<file path="config.mk">
export PLATFORM = sky130hd
export DESIGN_NAME = pbus_cycle_seq
export DESIGN_NICKNAME = d
export VERILOG_FILES = /design/src/rtl/pbus_seq_pkg.sv /design/src/rtl/pbus_seq_ctrl.sv /design/src/rtl/pbus_seq_dpath.sv /design/src/rtl/pbus_cycle_seq.sv
export SDC_FILE = /design/constraint.sdc
export NUM_CORES = 1
export LEC_CHECK = 0
export BUFFER_PORTS_ARGS = -buffer_cell sky130_fd_sc_hd__buf_2
export CAP_MARGIN = 0
export CORE_MARGIN = 2
export CORE_UTILIZATION = 25
export DETAILED_ROUTE_END_ITERATION = 12
export PLACE_DENSITY = 0.6
export SYNTH_ARGS = -nofsm -noshare
export SYNTH_HDL_FRONTEND = slang
export SYNTH_SLANG_ARGS = --single-unit
export TNS_END_PERCENT = 20
</file>
<file path="constraint.sdc">
create_clock -name clk -period 3.1 [get_ports clk]
set_clock_uncertainty 0.2 [all_clocks]
set_input_delay 0.62 -clock clk [delete_from_list [all_inputs] [get_ports clk]]
set_output_delay 0.62 -clock clk [all_outputs]
set_load 0.03 [all_outputs]
</file>
<file path="src/rtl/pbus_seq_pkg.sv">
package pbus_seq_pkg;

  localparam int PRE_W = 3;

  typedef enum logic [2:0] {
    PH_IDLE, PH_ADR, PH_CE, PH_STROBE, PH_WAIT, PH_HOLD, PH_PAUSE
  } phase_t;

  typedef struct packed {
    logic accept;
    logic isWrite;
    logic ceOn;
    logic strobeOn;
    logic drive;
    logic capture;
  } bus_ctl_t;

  function automatic logic [3:0] multCycles(input logic [1:0] code);
    case (code)
      2'd0:    return 4'd4;
      2'd1:    return 4'd1;
      2'd2:    return 4'd2;
      default: return 4'd8;
    endcase
  endfunction

endpackage

</file>
<file path="src/rtl/pbus_seq_ctrl.sv">
module pbus_seq_ctrl
  import pbus_seq_pkg::*;
#(
  parameter int FIELD_W = 6
) (
  input  logic               clk,
  input  logic               rstN,
  input  logic               reqValid,
  input  logic               reqWrite,
  input  logic               cfgEnable,
  input  logic [1:0]         cfgMult,
  input  logic               cfgWaitMode,
  input  logic [FIELD_W-1:0] tAdr,
  input  logic [FIELD_W-1:0] tCe,
  input  logic [FIELD_W-1:0] tOe,
  input  logic [FIELD_W-1:0] tWe,
  input  logic [FIELD_W-1:0] tWait,
  input  logic [FIELD_W-1:0] tRdHold,
  input  logic [FIELD_W-1:0] tWrHold,
  input  logic [FIELD_W-1:0] tPause,
  input  logic               cfReady,
  output bus_ctl_t           busCtl,
  output logic               busy,
  output logic               done
);

  phase_t             phase, nextPhase;
  logic [PRE_W-1:0]   preCnt, preLoad;
  logic [FIELD_W-1:0] phCnt, phLoad;
  logic               wrLat;
  logic               tickEnd, phaseEnd, accept;
  logic [3:0]         multVal;

  assign multVal  = multCycles(cfgMult);
  assign preLoad  = PRE_W'(multVal - 4'd1);
  assign tickEnd  = (preCnt == '0);
  assign phaseEnd = tickEnd && (phCnt == '0);
  assign accept   = (phase == PH_IDLE) && reqValid && cfgEnable;

  always_comb begin
    nextPhase = phase;
    case (phase)
      PH_IDLE:   if (accept) nextPhase = PH_ADR;
      PH_ADR:    if (phaseEnd) nextPhase = PH_CE;
      PH_CE:     if (phaseEnd) nextPhase = PH_STROBE;
      PH_STROBE: if (phaseEnd) begin
                   if (!cfgWaitMode)  nextPhase = PH_HOLD;
                   else if (cfReady)  nextPhase = PH_WAIT;
                 end
      PH_WAIT:   if (phaseEnd) nextPhase = PH_HOLD;
      PH_HOLD:   if (phaseEnd) nextPhase = PH_PAUSE;
      PH_PAUSE:  if (phaseEnd) nextPhase = PH_IDLE;
      default:   nextPhase = PH_IDLE;
    endcase
  end

  always_comb begin
    case (nextPhase)
      PH_ADR:    phLoad = tAdr;
      PH_CE:     phLoad = tCe;
      PH_STROBE: phLoad = wrLat ? tWe : tOe;
      PH_WAIT:   phLoad = tWait;
      PH_HOLD:   phLoad = wrLat ? tWrHold : tRdHold;
      PH_PAUSE:  phLoad = tPause;
      default:   phLoad = '0;
    endcase
  end

  always_ff @(posedge clk or negedge rstN) begin
    if (!rstN) begin
      phase  <= PH_IDLE;
      preCnt <= '0;
      phCnt  <= '0;
      wrLat  <= 1'b0;
      done   <= 1'b0;
    end else begin
      phase <= nextPhase;
      done  <= (phase == PH_PAUSE) && (nextPhase == PH_IDLE);
      if (accept) wrLat <= reqWrite;
      if (nextPhase != phase) begin
        preCnt <= preLoad;
        phCnt  <= phLoad;
      end else if (phase != PH_IDLE) begin
        if (!tickEnd) begin
          preCnt <= preCnt - 1'b1;
        end else if (phCnt != '0) begin
          phCnt  <= phCnt - 1'b1;
          preCnt <= preLoad;
        end
      end
    end
  end

  assign busy            = (phase != PH_IDLE);
  assign busCtl.accept   = accept;
  assign busCtl.isWrite  = wrLat;
  assign busCtl.ceOn     = (phase == PH_CE) || (phase == PH_STROBE) ||
                           (phase == PH_WAIT) || (phase == PH_HOLD);
  assign busCtl.strobeOn = (phase == PH_STROBE) || (phase == PH_WAIT);
  assign busCtl.drive    = wrLat && (phase != PH_IDLE) && (phase != PH_PAUSE);
  assign busCtl.capture  = !wrLat && busCtl.strobeOn && (nextPhase == PH_HOLD);

  // a request while the region is disabled starts nothing
  a_r10_disabled_ignored: assert property (@(posedge clk) disable iff (!rstN)
    (!busy && reqValid && !cfgEnable) |=> !busy);

  // the address phase is entered only from idle
  a_r11_no_restart: assert property (@(posedge clk) disable iff (!rstN)
    (phase != PH_IDLE && phase != PH_ADR) |=> (phase != PH_ADR));

  // without wait mode an expired strobe always moves to hold
  a_r7_no_stretch: assert property (@(posedge clk) disable iff (!rstN)
    (!cfgWaitMode && phase == PH_STROBE && phaseEnd) |=> (phase == PH_HOLD));

  // done pulses only once the sequencer is idle again
  a_r4_done_idle: assert property (@(posedge clk) disable iff (!rstN)
    done |-> !busy);

endmodule

</file>
<file path="src/rtl/pbus_seq_dpath.sv">
module pbus_seq_dpath
  import pbus_seq_pkg::*;
#(
  parameter int ADDR_W = 8,
  parameter int DATA_W = 16
) (
  input  logic              clk,
  input  logic              rstN,
  input  bus_ctl_t          busCtl,
  input  logic              reqWide,
  input  logic [ADDR_W-1:0] reqAddr,
  input  logic [DATA_W-1:0] reqWdata,
  input  logic [DATA_W-1:0] cfDin,
  output logic              cfCeN,
  output logic              cfOeN,
  output logic              cfWeN,
  output logic [ADDR_W-1:0] cfAddr,
  output logic [DATA_W-1:0] cfDout,
  output logic              cfDoutEn,
  output logic [DATA_W-1:0] rdData
);

  localparam int LOW_W = DATA_W / 2;

  logic              wideLat;
  logic [ADDR_W-1:0] addrLat;
  logic [DATA_W-1:0] wdataLat;
  logic [DATA_W-1:0] dinMasked;

  assign dinMasked = wideLat ? cfDin : {{(DATA_W-LOW_W){1'b0}}, cfDin[LOW_W-1:0]};

  always_ff @(posedge clk or negedge rstN) begin
    if (!rstN) begin
      wideLat  <= 1'b0;
      addrLat  <= '0;
      wdataLat <= '0;
      rdData   <= '0;
    end else begin
      if (busCtl.accept) begin
        wideLat  <= reqWide;
        addrLat  <= reqAddr;
        wdataLat <= reqWide ? reqWdata
                            : {{(DATA_W-LOW_W){1'b0}}, reqWdata[LOW_W-1:0]};
      end
      if (busCtl.capture) rdData <= dinMasked;
    end
  end

  assign cfCeN    = !busCtl.ceOn;
  assign cfOeN    = !(busCtl.strobeOn && !busCtl.isWrite);
  assign cfWeN    = !(busCtl.strobeOn && busCtl.isWrite);
  assign cfAddr   = addrLat;
  assign cfDout   = wdataLat;
  assign cfDoutEn = busCtl.drive;

  // the two strobes are never active together
  a_r5_one_strobe: assert property (@(posedge clk) disable iff (!rstN)
    !(!cfOeN && !cfWeN));

  // write data is driven for the whole write strobe
  a_r12_dout_driven: assert property (@(posedge clk) disable iff (!rstN)
    !cfWeN |-> cfDoutEn);

  // read data is the bus value at the edge where output-enable rises
  a_r8_capture_edge: assert property (@(posedge clk) disable iff (!rstN)
    $rose(cfOeN) |-> (rdData == ($past(wideLat) ? $past(cfDin)
                      : {{(DATA_W-LOW_W){1'b0}}, $past(cfDin[LOW_W-1:0])})));

endmodule

</file>
<file path="src/rtl/pbus_cycle_seq.sv">
module pbus_cycle_seq
  import pbus_seq_pkg::*;
#(
  parameter int ADDR_W  = 8,
  parameter int DATA_W  = 16,
  parameter int FIELD_W = 6
) (
  input  logic               clk,
  input  logic               rstN,
  input  logic               reqValid,
  input  logic               reqWrite,
  input  logic               reqWide,
  input  logic [ADDR_W-1:0]  reqAddr,
  input  logic [DATA_W-1:0]  reqWdata,
  input  logic               cfgEnable,
  input  logic [1:0]         cfgMult,
  input  logic               cfgWaitMode,
  input  logic [FIELD_W-1:0] tAdr,
  input  logic [FIELD_W-1:0] tCe,
  input  logic [FIELD_W-1:0] tOe,
  input  logic [FIELD_W-1:0] tWe,
  input  logic [FIELD_W-1:0] tWait,
  input  logic [FIELD_W-1:0] tRdHold,
  input  logic [FIELD_W-1:0] tWrHold,
  input  logic [FIELD_W-1:0] tPause,
  input  logic               cfReady,
  input  logic [DATA_W-1:0]  cfDin,
  output logic               cfCeN,
  output logic               cfOeN,
  output logic               cfWeN,
  output logic [ADDR_W-1:0]  cfAddr,
  output logic [DATA_W-1:0]  cfDout,
  output logic               cfDoutEn,
  output logic               busy,
  output logic               done,
  output logic [DATA_W-1:0]  rdData
);

  bus_ctl_t busCtl;

  pbus_seq_ctrl #(.FIELD_W(FIELD_W)) ctrl_i (
    .clk(clk), .rstN(rstN), .reqValid(reqValid), .reqWrite(reqWrite),
    .cfgEnable(cfgEnable), .cfgMult(cfgMult), .cfgWaitMode(cfgWaitMode),
    .tAdr(tAdr), .tCe(tCe), .tOe(tOe), .tWe(tWe), .tWait(tWait),
    .tRdHold(tRdHold), .tWrHold(tWrHold), .tPause(tPause),
    .cfReady(cfReady), .busCtl(busCtl), .busy(busy), .done(done)
  );

  pbus_seq_dpath #(.ADDR_W(ADDR_W), .DATA_W(DATA_W)) dpath_i (
    .clk(clk), .rstN(rstN), .busCtl(busCtl), .reqWide(reqWide),
    .reqAddr(reqAddr), .reqWdata(reqWdata), .cfDin(cfDin),
    .cfCeN(cfCeN), .cfOeN(cfOeN), .cfWeN(cfWeN), .cfAddr(cfAddr),
    .cfDout(cfDout), .cfDoutEn(cfDoutEn), .rdData(rdData)
  );

  // chip-enable is only active inside a busy cycle
  a_r4_ce_in_busy: assert property (@(posedge clk) disable iff (!rstN)
    !cfCeN |-> busy);

endmodule

</file>
==> out/qor.yml, run 1 <==
outcome: "finished, final reports clean"
post_cts_resized: 0
die_y_um: 117
max_slew_margin: 0.507
ant_nets: 0
cts_tree: "yes"
synth_cell_types: 59
ys_ff_latch: 55
hp-class: "input port to async pin"
grt_max_degree: 28
synth_seq_area_share: 0.430
ff2ff_setup_slack_ns: 0.28
synth_top_cell_area_share: 0.430
p_leak_uw: 0.00213
path_cells: "inv_1 > ha_1 > and4bb_2 > nand2_2 > o2111a_1 > buf_4 > inv_6 > a21oi_2 > a221o_1 > a211oi_2 > o221ai_1"
hold_slack_ns: 0.0242
critical_path_arrival_ns: 2.77
area_delta_synth_final_pct: 34.4
cts.root.buffer_cell: "clkbuf_16"
ys.flop_type: "dfrtp_1"
multi_input_area_um2: 1650
pwr_density_cell_nw_per_um2: 973
syn_nets: 457
drive_gt1_frac: 0.400
synth_edf_count: 0
reg2reg_depth: 11
dp_hpwl_mm: 7.39
start_util: 0.254
cts.sinks: 55
synthTopCellsByArea: "dfrtp_1, nand2_1, nand3_1"
die_area_um2: 13700
grt_pass1_wl_mm: 14.3
core_area_um2: 12600
setup_ws_ns: 0.281
htree_levels: 2
io_pins: 144
rsz0062_at_grt: "false"
worst-setup-path-type: "flop to flop"
numCtsBuffers: 5
hold_buffers: 0
grt_pass1_vias: 3010
clkLatencyLatePin_ns: 0.29
vias_per_cell: 4.69
yosysTopAreaCell: "dfrtp_1"
max_freq_ghz: 0.355
tns_ns: 0
wl_per_cell_um: 13.8
cts.path.max_buffers: 2
syn_area_um2: 3200
synthArstFlopShare: 1.00
regArea_um2: 1380
clk_pin_slew_ns: 0.07
place_area_um2: 4130
antenna_cells: 0
yosys-top-cells-count: "nand2_1, dfrtp_1, nand3_1"
dr_total_vias: 3142
cts_setup_buffers: 0
post-place-ws_ns: 0.321
syn_area_per_cell_um2: 9.06
synth_cells: 353
grt_overflow_total: 0
setup.worst_path.end_class: "flop"
finalCritPeriodShare: 0.909
antenna_found_initial: 0
cp_slowest_cell: "dfrtp_1"
nets: 601
yosysWarnings: 0
worst_pin_slew_ns: 0.739
vdd.ir_drop.worst_v: 0.000337
synth.most_common_cell: "nand2_1"
portBuffers: 143
rr_startpoint: "ctrl_i.phCnt[0]$_DFFE_PN0P_"
crit_path_start_kind: "flop"
final.min_clock_period_ns: 2.82
postLayoutCellArea_um2: 4300
drtPass1Iterations: 4
max_cap_violations: 0
required_ns: 3.05
finalSetupViolations: 0
r2r_end: "ctrl_i.phCnt[2]$_DFFE_PN0P_"
drc_errors: 0
drt_iter0_markers: 132
fillers: 1287
drv_slew: 0
hold_viol_final: 0
grtUsageTotal: 0.132
globalplace.congestion: 0.838
drt-total-wl_mm: 9.24
critPathMaxStageDelay_ns: 0.40
rows: 41
cp_max_fo: 17
dieWidth_um: 117
## registers in the layout, summed over array words and instances, names as in the netlist
signal,count
dpath_i.cfDout,16
dpath_i.rdData,16
dpath_i.cfAddr,8
ctrl_i.phCnt,6
ctrl_i.phase,3
ctrl_i.preCnt,3
ctrl_i.done,1
ctrl_i.wrLat,1
dpath_i.wideLat,1
## cell usage in the layout (no fill, tap or decap), types with 3 or more instances in the layout
| cell | Yosys | routed |
|---|---|---|
| buf_2 | 6 | 143 |
| nand2_1 | 89 | 89 |
| dfrtp_1 | 55 | 55 |
| nand3_1 | 27 | 27 |
| inv_1 | 17 | 17 |
| o21ai_0 | 15 | 15 |
| nor3_1 | 14 | 14 |
| buf_4 | 4 | 13 |
| nor2_1 | 10 | 10 |
| mux2_2 | 10 | 10 |
| a31oi_1 | 9 | 9 |
| mux2i_1 | 7 | 7 |
| a21oi_1 | 6 | 6 |
| and3_1 | 6 | 6 |
| ha_1 | 6 | 6 |
| nand2b_1 | 5 | 5 |
| clkbuf_16 | 0 | 5 |
| nor3_4 | 4 | 4 |
| nor2b_1 | 4 | 4 |
| mux2_1 | 4 | 4 |
| a31o_2 | 3 | 3 |
## critical path: cells and delay by family (launching register included)
kind,cells,cell delay [ns]
buffers and inverters,3,0.49
AO/OA/AOI/OAI,5,0.97
AND/OR/NAND/NOR,2,0.41
flip-flops,1,0.40
adder cells (fa/ha/maj),1,0.21
## cells by family (layout without fill, tap and decap cells)
group | count (synthesis) | after routing | synth area share
buffers and inverters | 37 | 182 | 0.0544
AND/OR/NAND/NOR | 169 | 169 | 0.258
multiplexers | 21 | 21 | 0.0712
AO/OA/AOI/OAI | 65 | 65 | 0.162
flip-flops | 55 | 55 | 0.430
adder cells (fa/ha/maj) | 6 | 6 | 0.0235
## worst max path at each step
stage                                     start                            end  cells past startpoint
finish              ctrl_i.phCnt[0]$_DFFE_PN0P_    ctrl_i.phCnt[2]$_DFFE_PN0P_                     11
global route        ctrl_i.phCnt[0]$_DFFE_PN0P_    ctrl_i.phCnt[2]$_DFFE_PN0P_                     11
CTS                 ctrl_i.phCnt[0]$_DFFE_PN0P_    ctrl_i.phCnt[2]$_DFFE_PN0P_                     11
detailed placement  ctrl_i.phCnt[0]$_DFFE_PN0P_    ctrl_i.phCnt[2]$_DFFE_PN0P_                     11
global placement    ctrl_i.phCnt[0]$_DFFE_PN0P_  dpath_i.rdData[5]$_DFFE_PN0P_                      9
floorplan           ctrl_i.phCnt[0]$_DFFE_PN0P_  dpath_i.rdData[0]$_DFFE_PN0P_                      9
## metrics by stage
stage               power (uW)  utilization  instances
finish                    4180        0.342        670
global route              4510        0.342        670
CTS                       4230        0.342        670
detailed placement        3560        0.328        662
global placement          3490        0.328        662
floorplan                 2900            -        353
## power breakdown
| group | total (uW) | leakage, uW | internal (uW) | switching (uW) |
|---|---|---|---|---|
| Clock | 644 | 0.0000804 | 384 | 259 |
| Combinational | 2270 | 0.00135 | 802 | 1470 |
| Sequential | 1270 | 0.000692 | 1020 | 246 |
## layout make-up
| type | count | share of cell area |
|---|---|---|
| timing repair buffer | 156 | 0.189 |
| sequential | 55 | 0.320 |
| clock buffer | 5 | 0.0291 |
| inverter | 18 | 0.0169 |
| tap | 172 | 0.0501 |
| multi-input combinational | 261 | 0.384 |
| clock inverter | 3 | 0.0108 |
## routing by layer
layer / vias to the layer above / wire length, um / global-route usage
met2: 123 / 4520 / 0.236
li1: 1531 / - / -
met1: 1474 / 3940 / 0.158
met3: 14 / 639 / 0.0304
met4: 0 / 140 / 0.0416
met5: - / 0 / 0
No activity file was read; power rests on OpenSTA's default activity.
==> inputs of run 2 (changes only) <==
- PLACE_DENSITY: 0.6 -> 0.59
- SYNTH_HIERARCHICAL: default -> 1
- TNS_END_PERCENT: 20 -> default
==> run 2 against run 1 <==
Synthesized cell count decreased by 2.5%. Sequential cell count stayed put. Clock power decreased by 7.8%. Die area is 5.1% higher. Routed wire length increased by 7.9%. Critical path depth is 2 lower. Area after synthesis up 5.2%. Register-to-register slack got worse by 0.06 ns. Combinational power decreased by 5%. Critical path type unchanged. Largest cell class unchanged.
==> out/qor.yml, run 2 <==
post-place-ws_ns: 0.230  # -0.0905 ns
required_ns: 3.09  # +0.04 ns
cts.path.max_buffers: 2  # unchanged
hold_viol_final: 0  # unchanged
vias_per_cell: 4.82  # +2.7%
grt_pass1_vias: 3063  # +1.8%
grt_max_degree: 32  # +14%
synthTopCellsByArea: "dfrtp_1, mux2_4, mux2_2"
worst_pin_slew_ns: 0.686  # -0.0532 ns
die_area_um2: 14400  # +5.1%
grt_pass1_wl_mm: 15.8  # +10%
portBuffers: 143  # unchanged
synth_cell_types: 66  # +12%
yosys-top-cells-count: "dfrtp_1, o21ai_0, inv_1, nand3_1, mux2_4"
wl_per_cell_um: 15.1  # +9.6%
regArea_um2: 1380  # unchanged
drive_gt1_frac: 0.432  # +0.0322
critPathMaxStageDelay_ns: 0.38  # -0.02 ns
multi_input_area_um2: 1720  # +4.6%
dp_hpwl_mm: 7.68  # +4.0%
cts.sinks: 55  # unchanged
clk_pin_slew_ns: 0.08  # about the same
cts_tree: "yes"
syn_area_um2: 3370  # +5.2%
core_area_um2: 13200  # +4.9%
final_cell_mix: "buf_2, dfrtp_1, o21ai_0, inv_1, nand3_1"
place_area_um2: 4260  # +3.3%
grtUsageTotal: 0.138  # +0.00524
drc_errors: 0  # unchanged
max_freq_ghz: 0.348  # -1.9%
synthArstFlopShare: 1.00  # unchanged
vdd.ir_drop.worst_v: 0.000253  # -25%
synth_seq_area_share: 0.409  # -0.0214
rsz0062_at_grt: "false"
io_pins: 144  # unchanged
syn_nets: 448  # -2.0%
nets: 587  # -2.3%
pwr_density_cell_nw_per_um2: 899  # -7.6%
drt_iter0_markers: 179  # +36%
max_slew_margin: 0.543  # +0.0355
drv_slew: 0  # unchanged
dr_total_vias: 3178  # +1.1%
tns_ns: 0  # unchanged
start_util: 0.255  # +0.000715
area_delta_synth_final_pct: 31.1
total_power_uw: 3970  # -5.1%
setup.worst_path.end_class: "flop"
yosysWarnings: 6  # +6
fillers: 1349  # +4.8%
synth_top_cell_area_share: 0.409  # -0.0214
layout_commonest_cell: "buf_2"
dieWidth_um: 120  # +2.5%
critical_path_arrival_ns: 2.86  # +0.09 ns
finalCritPeriodShare: 0.927  # +0.0180
worst-setup-path-type: "flop to flop"
path_cells: "inv_1 > ha_1 > and4bb_2 > and3_1 > o22ai_1 > inv_1 > a221oi_1 > nor2_1 > o221a_2"
globalplace.congestion: 0.894  # +6.7%
numCtsBuffers: 5  # unchanged
drtPass1Iterations: 4  # unchanged
outcome: "finished, final reports clean"
drt-total-wl_mm: 9.97  # +7.9%
cp_slowest_cell: "dfrtp_1"
antenna_cells: 0  # unchanged
grt_overflow_total: 0  # unchanged
crit_path_frequent_cell: "inv_1"
setup_ws_ns: 0.225  # -0.0559 ns
max_cap_violations: 0  # unchanged
yosysTopAreaCell: "dfrtp_1"
final.min_clock_period_ns: 2.87  # +0.0559 ns
die_y_um: 120  # +2.5%
crit_path_start_kind: "flop"
syn_area_per_cell_um2: 9.78  # +8.0%
hp-class: "input port to async pin"
htree_levels: 2  # unchanged
synth_cells: 344  # -2.5%
ant_nets: 0  # unchanged
clkLatencyLatePin_ns: 0.30  # about the same
synth_edf_count: 0  # unchanged
cts_setup_buffers: 0  # unchanged
postLayoutCellArea_um2: 4410  # +2.7%
antenna_found_initial: 0  # unchanged
cts.root.buffer_cell: "clkbuf_16"
ys.flop_type: "dfrtp_1"
ys_ff_latch: 55  # unchanged
rows: 42  # +2.4%
finalSetupViolations: 0  # unchanged
hold_buffers: 0  # unchanged
cp_max_fo: 12  # -5
p_leak_uw: 0.00213  # +0.28%
post_cts_resized: 0  # unchanged
synth.most_common_cell: "dfrtp_1"
==> run 2: cell types whose count changed in the layout (fill, tap and decap cells not counted), sizes merged, moves of 3 or more <==
| cell | delta |
|---|---|
| nand2 | -78 |
| mux2 | +21 |
| o21ai | +18 |
| inv | +13 |
| nor3 | -8 |
| a31oi | -6 |
| nor2 | +6 |
| a21oi | +4 |
| and3 | -4 |
| nand3b | +3 |
| nor2b | -3 |
==> run 2: final cells by class <==
class | count | area share
clock inverters | 3 | 0.00624
flip-flops and latches | 55 | 0.312
multi-input cells | 233 | 0.390
clock buffers | 5 | 0.0284
repair buffers | 158 | 0.188
inverters | 30 | 0.0255
well taps | 176 | 0.0499
==> run 2: cell families after synthesis <==
family	after synthesis	synth area share
DFF	55	0.409
buffers and inverters	56	0.0807
muxes	42	0.159
AOI/OAI and AO/OA	88	0.172
and+or+nand+nor	94	0.149
xor gates and xnor gates	3	0.00781
adders and majority gates	6	0.0223
==> run 2: layer usage <==
layer	share of wire	GRT usage	vias up
li1	-	-	1522
met1	0.43	0.184	1511
met2	0.48	0.225	134
met3	0.072	0.0195	11
met4	0.021	0.0500	0
met5	0	0	-
==> run 2: per-stage QoR <==
stage	hold WS, ns	cells	utilization
2_1_floorplan	0.124	344	-
3_3_place_gp	0.283	652	0.323
3_5_place_dp	0.292	652	0.323
4_1_cts	0.186	660	0.335
5_1_grt	0.234	660	0.335
6_report	0.158	660	0.335
==> run 2: power by group <==
part | switching [uW] | total (uW) | internal, uW
combinational | 1290 | 2150 | 855
sequential | 223 | 1220 | 1000
clock | 285 | 594 | 309
==> run 2: path summary, 6_finish.rpt <==
check                      slack (ns)  cells after the start                           from                            end
min in group clk                 0.31                      1  dpath_i/cfAddr[7]$_DFFE_PN0P_  dpath_i/cfAddr[7]$_DFFE_PN0P_
max in group asynchronous        1.87                      2                           rstN    ctrl_i/phCnt[1]$_DFFE_PN0P_
hold reg to reg                  0.31                      1  dpath_i/cfAddr[7]$_DFFE_PN0P_  dpath_i/cfAddr[7]$_DFFE_PN0P_
setup reg to reg                 0.23                      9   ctrl_i/preCnt[0]$_DFFE_PN0P_    ctrl_i/phCnt[1]$_DFFE_PN0P_
hold / removal                   0.16                      1                           rstN   ctrl_i/preCnt[0]$_DFFE_PN0P_
setup / recovery                 0.23                      9   ctrl_i/preCnt[0]$_DFFE_PN0P_    ctrl_i/phCnt[1]$_DFFE_PN0P_
==> run 2: worst max-delay path: cells and delay by family, from the launching register on <==
family / cells / cell delay (ns)
buf+inv: 2 / 0.26
flops: 1 / 0.38
compound gates: 3 / 0.92
simple gates: 3 / 0.75
fa+ha+maj: 1 / 0.25
